## src/rtl/inbound_xlate.sv

```systemverilog
module inbound_xlate #(
  parameter int          AW       = 8,
  parameter logic [31:0] LOC_BASE = 32'hFFFF_F000,
  parameter int          LOC_LSB  = 8
) (
  input  logic          clk,
  input  logic          rst_n,
  input  logic          cs_n,
  input  logic          rd_n,
  input  logic          wr_n,
  input  logic          burst,
  input  logic [AW-1:0] addr,
  input  logic [3:0]    be_n,
  input  logic [31:0]   wdata,
  input  logic [31:0]   base_addr,
  input  logic          swap_en,
  input  logic [31:0]   sys_rdata,
  output logic          data_oe,
  output logic [31:0]   ext_rdata,
  output logic          o_valid,
  output logic          o_write,
  output logic [31:0]   o_addr,
  output logic [1:0]    o_size,
  output logic [31:0]   o_wdata,
  output logic          o_be_err,
  output logic          o_local
);
  localparam int BEATS = 8;
  localparam int CW    = $clog2(BEATS + 1);

  function automatic logic [31:0] swap32(input logic [31:0] d);
    return {d[7:0], d[15:8], d[23:16], d[31:24]};
  endfunction

  function automatic logic hits_local(input logic [31:0] a);
    return a[31:LOC_LSB] == LOC_BASE[31:LOC_LSB];
  endfunction

  logic          cs_q, brst_q, h_v, rd_loc_q;
  logic [CW-1:0] bcnt;
  logic [AW-1:0] h_addr, bw_q;
  logic [3:0]    h_be;
  logic [31:0]   h_data;

  wire cs_act   = !cs_n;
  wire cs_start = cs_act && !cs_q;
  wire is_wr    = cs_act && !wr_n && rd_n;
  wire rd_go    = cs_start && !rd_n;
  wire brst_now = cs_start ? burst : brst_q;
  wire [CW-1:0] bcnt_eff = cs_start ? '0 : bcnt;
  wire lat      = is_wr && (!brst_now || bcnt_eff < CW'(BEATS));
  wire emit_s   = cs_q && !cs_act && h_v && !brst_q;
  wire emit_b   = cs_q && h_v && brst_q;
  wire emit     = emit_s || emit_b;

  wire [CW-1:0] bidx    = bcnt - 1'b1;
  wire [AW-1:0] b_base  = (bcnt == CW'(1)) ? addr : bw_q;
  wire [AW-1:0] em_word = emit_b ? b_base + AW'(bidx) : h_addr;

  logic [1:0] lo, sz;
  logic       bad;
  always_comb begin
    lo = 2'd0; sz = 2'd2; bad = 1'b0;
    case (h_be)
      4'b1110: begin lo = 2'd0; sz = 2'd0; end
      4'b1101: begin lo = 2'd1; sz = 2'd0; end
      4'b1011: begin lo = 2'd2; sz = 2'd0; end
      4'b0111: begin lo = 2'd3; sz = 2'd0; end
      4'b1100: begin lo = 2'd0; sz = 2'd1; end
      4'b0011: begin lo = 2'd2; sz = 2'd1; end
      4'b0000: begin lo = 2'd0; sz = 2'd2; end
      default: bad = 1'b1;
    endcase
  end

  wire [31:0] em_addr = {base_addr[31:AW+2], em_word, lo};
  wire [31:0] rd_addr = {base_addr[31:AW+2], addr, 2'b00};
  wire        em_loc  = hits_local(em_addr);
  wire        rd_loc  = hits_local(rd_addr);

  assign data_oe   = cs_act && !rd_n;
  assign ext_rdata = (swap_en && !rd_loc_q) ? swap32(sys_rdata) : sys_rdata;

  always_ff @(posedge clk or negedge rst_n) begin
    if (!rst_n) begin
      cs_q <= 1'b0; brst_q <= 1'b0; h_v <= 1'b0; rd_loc_q <= 1'b0;
      bcnt <= '0; h_addr <= '0; bw_q <= '0; h_be <= 4'hF; h_data <= '0;
      o_valid <= 1'b0; o_write <= 1'b0; o_addr <= '0; o_size <= 2'd0;
      o_wdata <= '0; o_be_err <= 1'b0; o_local <= 1'b0;
    end else begin
      cs_q <= cs_act;
      if (cs_start) brst_q <= burst;
      if (cs_start)  bcnt <= lat ? CW'(1) : '0;
      else if (lat)  bcnt <= bcnt + 1'b1;
      h_v <= lat;
      if (lat) begin
        h_addr <= addr;
        h_be   <= be_n;
        h_data <= wdata;
      end
      if (emit_b && bcnt == CW'(1)) bw_q <= addr;
      if (rd_go) rd_loc_q <= rd_loc;
      o_valid <= rd_go || emit;
      if (rd_go) begin
        o_write  <= 1'b0;
        o_addr   <= rd_addr;
        o_size   <= 2'd2;
        o_wdata  <= '0;
        o_be_err <= 1'b0;
        o_local  <= rd_loc;
      end else if (emit) begin
        o_write  <= 1'b1;
        o_addr   <= em_addr;
        o_size   <= sz;
        o_wdata  <= (swap_en && !em_loc) ? swap32(h_data) : h_data;
        o_be_err <= bad;
        o_local  <= em_loc;
      end
    end
  end
endmodule

```

## config.mk

```make
export PLATFORM = sky130hd
export DESIGN_NAME = inbound_xlate
export DESIGN_NICKNAME = d
export VERILOG_FILES = /design/src/rtl/inbound_xlate.sv
export SDC_FILE = /design/constraint.sdc
export NUM_CORES = 1
export LEC_CHECK = 0
export BUFFER_PORTS_ARGS = -buffer_cell sky130_fd_sc_hd__buf_2
export CORE_MARGIN = 2
export CORE_UTILIZATION = 25
export CTS_BUF_LIST = sky130_fd_sc_hd__clkbuf_8
export DETAILED_ROUTE_END_ITERATION = 12
export GPL_TIMING_DRIVEN = 0
export SYNTH_ARGS = -nofsm -noshare
export SYNTH_HDL_FRONTEND = slang
export SYNTH_SLANG_ARGS = --single-unit
export TNS_END_PERCENT = 20
```

## constraint.sdc

```tcl
create_clock -name clk -period 3.95 [get_ports clk]
set_clock_uncertainty 0.2 [all_clocks]
set_input_delay 0.1975 -clock clk [delete_from_list [all_inputs] [get_ports clk]]
set_output_delay 0.1975 -clock clk [all_outputs]
set_load 0.05 [all_outputs]
```

# Yosys cells after proc, flatten, opt, wreduce, memory -nomap -nowiden

Cells that the tools add are included.

Eq/ne operators: 9
Bitwise gates (word level): 0
Multiply operators: 0
Div/mod/pow operators: 0
$add $sub $neg: 3
Magnitude comparators: 1
Multiplexer cells: 24
Reduce and logical (&&, ||, !) cells: 32
Shifts and indexed selects: 0

Operator list:

| operator               | number |
|---|---|
| $mux W32               | 6 |
| $eq A24 B24 Y1 const B | 2 |
| $eq A4 B4 Y1 const B   | 4 |
| $mux W8                | 2 |
| $logic_and A1 B1 Y1    | 14 |
| $mux W4                | 3 |
| $mux W1                | 9 |
| $add A8 B4 Y8          | 1 |
| $logic_not A1 Y1       | 8 |
| $reduce_or A7 Y1       | 1 |
| $pmux W2 S3            | 1 |
| $add A4 B1 Y4 const B  | 1 |
| $eq A4 B1 Y1 const B   | 1 |
| $eq A4 B2 Y1 const B   | 1 |
| $eq A4 B3 Y1 const B   | 1 |
| $logic_not A4 Y1       | 1 |
| $lt A4 B4 Y1 const B   | 1 |
| $mux W2                | 2 |
| $pmux W2 S2            | 1 |
| $reduce_bool A2 Y1     | 2 |
| $reduce_or A2 Y1       | 2 |
| $reduce_or A4 Y1       | 1 |
| $sub A4 B1 Y4 const B  | 1 |
| $logic_or A1 B1 Y1     | 3 |

Input bits: 115
Memory bits (read-only): 0
RAM bits: 0
Memories: 0
Word-level logic and storage cells: 85
Output and inout port bits: 103
Bits in latches: 0
Register bits after elaboration: 130

# Logic depth before layout (Yosys ltp)

Word-level depth: 10
Mapped depth: 16
Gate-level depth less buffers: 14

# Worst setup path before layout

OpenSTA, ideal clock, no wires.

Path type: reg-to-reg
From: register bcnt[1]
To: register o_wdata[10]
Cell stages (with the launch flop): 17
Clock period less this slack: 3.582 ns
Data required time: 3.618 ns
Buffers on the path: 2
Arrival: 3.249 ns
Setup time: 0.132 ns
Setup slack: 0.368 ns
Cells stage by stage: dfrtp_1 -> inv_1 -> ha_1 -> nor3b_2 -> buf_6 -> mux2_2 -> ha_1 -> inv_1 -> fa_1 -> nand2b_1 -> a21oi_1 -> xnor2_1 -> mux2i_2 -> o41ai_4 -> buf_6 -> mux2i_1 -> o21ai_1

Longest elaborated chain between the ends: 10
Elaborated cells between the ends (all ways): 11
Those cells by class: 2 x add/sub; 2 x eq/ne; 5 x mux; 2 x reduce/logical

RTL lines:

| what                                                                  | RTL line | text |
|---|---|---|
| from (decl)                                                           | 40       | `logic [CW-1:0] bcnt;` |
| from (signal assigned)                                                | 93       | `if (cs_start) bcnt <= lat ? CW'(1) : '0;` |
| from (signal assigned)                                                | 94       | `else if (lat) bcnt <= bcnt + 1'b1;` |
| parallel branches: the longest is 2 deep, another holds $sub A4 B1 Y4 | n/a      |  |
| $add A8 B4 Y8 (*)                                                     | 58       | `wire [AW-1:0] em_word = emit_b ? b_base + AW'(bidx) : h_addr;` |
| $mux W8 (*)                                                           | 58       |  |
| $eq A24 B24 Y1 (*)                                                    | 36       | `return a[31:LOC_LSB] == LOC_BASE[31:LOC_LSB];` |
| $logic_not A1 Y1 (*)                                                  | 115      | `o_wdata <= (swap_en && !em_loc) ? swap32(h_data) : h_data;` |
| $logic_and A1 B1 Y1 (*)                                               | 115      |  |
| $mux W32 (*)                                                          | 115      |  |
| $mux W32 (*)                                                          | 111      | `end else if (emit) begin` |
| $mux W32 (*)                                                          | 104      | `if (rd_go) begin` |
| to (signal assigned)                                                  | 115      |  |
| to (decl)                                                             | 24       | `output logic [31:0] o_wdata,` |

Mark *: on every way between the ends. The select of a mux whose other input is x is not followed.
A chain may end at the register's enable or synchronous reset.

# Worst setup path in the final report

From: register bcnt[0]
To: register o_wdata[13]

The elaborated chain is that of the path after synthesis.

==> flow_metrics.py <==
metrics = {
    "job": {
        "cap_violations": 0,
    },
    "timing": {
        "finalSetupViolations": 0,
        "finalCriticalPeriod_ps": 3780,
        "worst_pin_slew_ps": 873,
        "clock.fmax_mhz": 265,
        "slew_headroom_pct": 41.5,
        "final_hold_viol_count": 0,
        "hold_ws_ps": 76.1,
        "slew_viol_final": 0,
        "post-route-period-util_pct": 95.6,
        "setup_slack_ps": 174,
    },
    "cts": {
        "clk_pin_slew_ps": 80,
        "clk_latency_ps": 440,
        "h-tree-depth": 4,
        "cts_tree": "done",
        "cts-root-buf": "clkbuf_8",
        "cts.sinks": 130,
        "cts_made_buffers": 17,
        "cts_max_path_buffers": 2,
    },
    "critical_path": {
        "worstPathArrival_ps": 3870,
        "cp_slowest_cell": "dfrtp_1",
        "path_class": "flip-flop to flip-flop",
        "rrSetupSlack_ps": 170,
        "critPathMaxFanout": 10,
        "crit_path_end_kind": "flip-flop",
        "crit_path_frequent_cell": "buf_6",
        "slowest_delay_ps": 450,
        "path_buf_inv": 4,
        "cp.required_ps": 4050,
        "path_cells": "ha_1 > nor3b_4 > buf_6 > mux2_2 > ha_2 > inv_1 > fa_1 > nand2b_2 > a21oi_2 > xnor2_1 > mux2i_2 > o41ai_4 > buf_6 > buf_12 > mux2i_1 > o21ai_1",
        "path_delay_family": "adder cells",
        "worstSetupStartpointType": "flip-flop",
    },
    "power": {
        "switching_share_pct": 39.7,
        "fin_total_pwr_mw": 4.17,
        "power.density_mw_per_mm2": 466,
        "power.clock.fraction_pct": 25.3,
        "p_switching_mw": 1.66,
        "p_leak_nw": 4.68,
        "power_frac_seq_pct": 40.3,
        "vdd_drop_max_uv": 246,
        "comb_power_share_pct": 34.4,
        "p_int_mw": 2.51,
    },
    "yosys": {
        "synth.top_cell.area_share_pct": 50.4,
        "seq_area_frac_synth_pct": 52.1,
        "postSynthAreaPerCell_um2": 8.70,
        "ys_dominant_reg_cell": "dfrtp_1",
        "async_flop_share_pct": 100,
        "ys_ff_latch": 130,
        "synth_cells": 719,
        "synth_top_area_cell": "dfrtp_1",
        "ys_warn_count": 0,
        "syn-cell-area_mm2": 0.00626,
        "synth_nets": 842,
        "synth_edf_count": 0,
        "ys_types": 48,
        "ys_top_cells_by_area": "dfrtp_1 50%, nand2_1 20%, mux2i_1 5.4%",
    },
    "finish": {
        "final_common_cell": "nand2_1",
        "nFillCells": 2509,
        "layout_common_cells": "340 x nand2_1, 205 x buf_2, 126 x dfrtp_1, 71 x dlygate4sd3_1",
        "layout-drive-gt1-share_pct": 27.2,
        "antenna_cells": 0,
        "syn_to_final_growth_pct": 42.9,
        "fin_nets": 1146,
    },
    "placement": {
        "place_ws_ps": -299,
        "gp_congestion": 0.840,
        "port_buffers": 206,
        "hpwl_mm": 15.4,
    },
    "min_path": {
        "hp-class": "input port to async pin",
    },
    "route": {
        "initialDrtViolationCount": 382,
        "vias": 6115,
        "wirelength_mm": 21.4,
        "post-route-drc-count": 0,
        "vias_per_cell": 4.50,
        "dr.pass1.iters": 5,
        "avgRoutedWirePerCell_um": 15.7,
        "antenna_left": 0,
    },
    "die": {
        "start_util_pct": 25.6,
        "io-pin-count": 218,
        "core_mm2": 0.0245,
        "row_count": 57,
        "die_h_um": 162,
        "die_w_um": 162,
        "dieArea_mm2": 0.0263,
    },
    "global_routing": {
        "busiest_layer": "met2",
        "met3_usage_pct": 4.93,
        "grt_pass1_wl_mm": 33.2,
        "use_met1_pct": 20.0,
        "grt_pass1_vias": 6020,
        "overflow": 0,
        "use_met2_pct": 28.5,
        "grtUsageTotal_pct": 16.4,
        "antenna_found_initial": 0,
        "grt_max_degree": 81,
    },
    "status": {
        "status": "complete, no violations",
    },
}
==> worst register-to-register path: stages, from the launching register on <==
cell,delay (ps)
dfrtp_1,450
ha_1,220
nor3b_4,150
buf_6,140
mux2_2,220
ha_2,200
inv_1,60
fa_1,410
nand2b_2,250
a21oi_2,160
xnor2_1,140
mux2i_2,130
o41ai_4,230
buf_6,190
buf_12,160
mux2i_1,250
o21ai_1,90
==> area by class of cell <==
class | count | area, µm² | share of cell area (%)
clock inverter | 14 | 101 | 1.13
inverter | 8 | 30.0 | 0.336
buffer | 39 | 198 | 2.21
sequential | 130 | 3260 | 36.4
clock buffer | 18 | 248 | 2.77
timing repair buffer | 285 | 1830 | 20.5
tap | 324 | 405 | 4.53
multi-input combinational | 542 | 2870 | 32.1
==> sequential cells by signal, summed over array words and instances, names as in the netlist, 2 cells and up <==
name / cells
bcnt: 4
bw_q: 8
h_addr: 8
h_be: 4
h_data: 32
o_addr: 32
o_size: 2
o_wdata: 32
==> routing by layer <==
metal,up-vias,part of all wire (%)
met5,-,0
met4,0,1.5
met3,21,7.6
met2,235,48
met1,2905,43
li1,2954,-
==> timing repair <==
action                     CTS  global route
pin swaps                    1             3
setup buffers                2             5
resized for setup            4            16
hold endpoints to repair   188             0
setup endpoints to repair   32            32
hold buffers                71             0
==> per-stage QoR <==
stage	cell area [µm²]	util, %	setup TNS, ps	instances
2_1_floorplan	6260	-	0	719
3_3_place_gp	7690	31.4	-5300	1249
3_5_place_dp	7730	31.6	-6610	1250
4_1_cts	8820	36.1	0	1355
5_1_grt	8940	36.5	-4.33	1360
6_report	8940	36.5	0	1360
==> synth_stat cells, types with 3 or more instances <==
| master | n |
|---|---|
| nand2_1 | 340 |
| dfrtp_1 | 126 |
| mux2i_1 | 34 |
| clkbuf_1 | 32 |
| o21ai_1 | 32 |
| o21ai_0 | 16 |
| nor2_1 | 15 |
| mux2_2 | 13 |
| a21oi_1 | 12 |
| ha_1 | 7 |
| inv_1 | 7 |
| nand3_1 | 7 |
| nor3_1 | 7 |
| xor2_1 | 6 |
| xnor2_1 | 5 |
| buf_6 | 4 |
| dfstp_2 | 4 |
| nand2b_1 | 4 |
| a22oi_1 | 3 |
| buf_1 | 3 |
| nand4_1 | 3 |
==> power by group through the flow <==
stage          Sequential [mW]  Combinational (mW)  Clock (mW)
2_1_floorplan             2.05               0.570           0
3_3_place_gp              1.70                1.30           0
3_5_place_dp              1.70                1.31           0
4_1_cts                   1.68                1.38        1.09
5_1_grt                   1.71                1.55        1.16
6_report                  1.68                1.43        1.06
==> logic make-up (layout without fill, tap and decap cells) <==
| kind of cell | after synthesis | count (layout) | share of synthesized area, % |
|---|---|---|---|
| buffers and inverters | 47 | 364 | 3.30 |
| XOR/XNOR | 12 | 12 | 1.80 |
| flip-flops | 130 | 130 | 52.1 |
| AND/OR/NAND/NOR | 390 | 390 | 24.8 |
| AO/OA/AOI/OAI | 83 | 83 | 8.08 |
| multiplexers | 49 | 49 | 8.22 |
| adder cells (fa/ha/maj) | 8 | 8 | 1.72 |
==> final timing paths <==
kind | start | to | depth (start not counted)
worst max-delay path | bcnt[0]$_DFFE_PN0P_ | o_wdata[13]$_DFFE_PN0P_ | 16
worst min-delay path | rst_n | o_wdata[13]$_DFFE_PN0P_ | 2
worst max register to register | bcnt[0]$_DFFE_PN0P_ | o_wdata[13]$_DFFE_PN0P_ | 16
worst min register to register | o_addr[30]$_DFFE_PN0P_ | o_addr[30]$_DFFE_PN0P_ | 2
max in group asynchronous | rst_n | h_be[2]$_DFFE_PN1P_ | 3
min in group clk | o_addr[30]$_DFFE_PN0P_ | o_addr[30]$_DFFE_PN0P_ | 2
(Power assumes the default switching activity.)
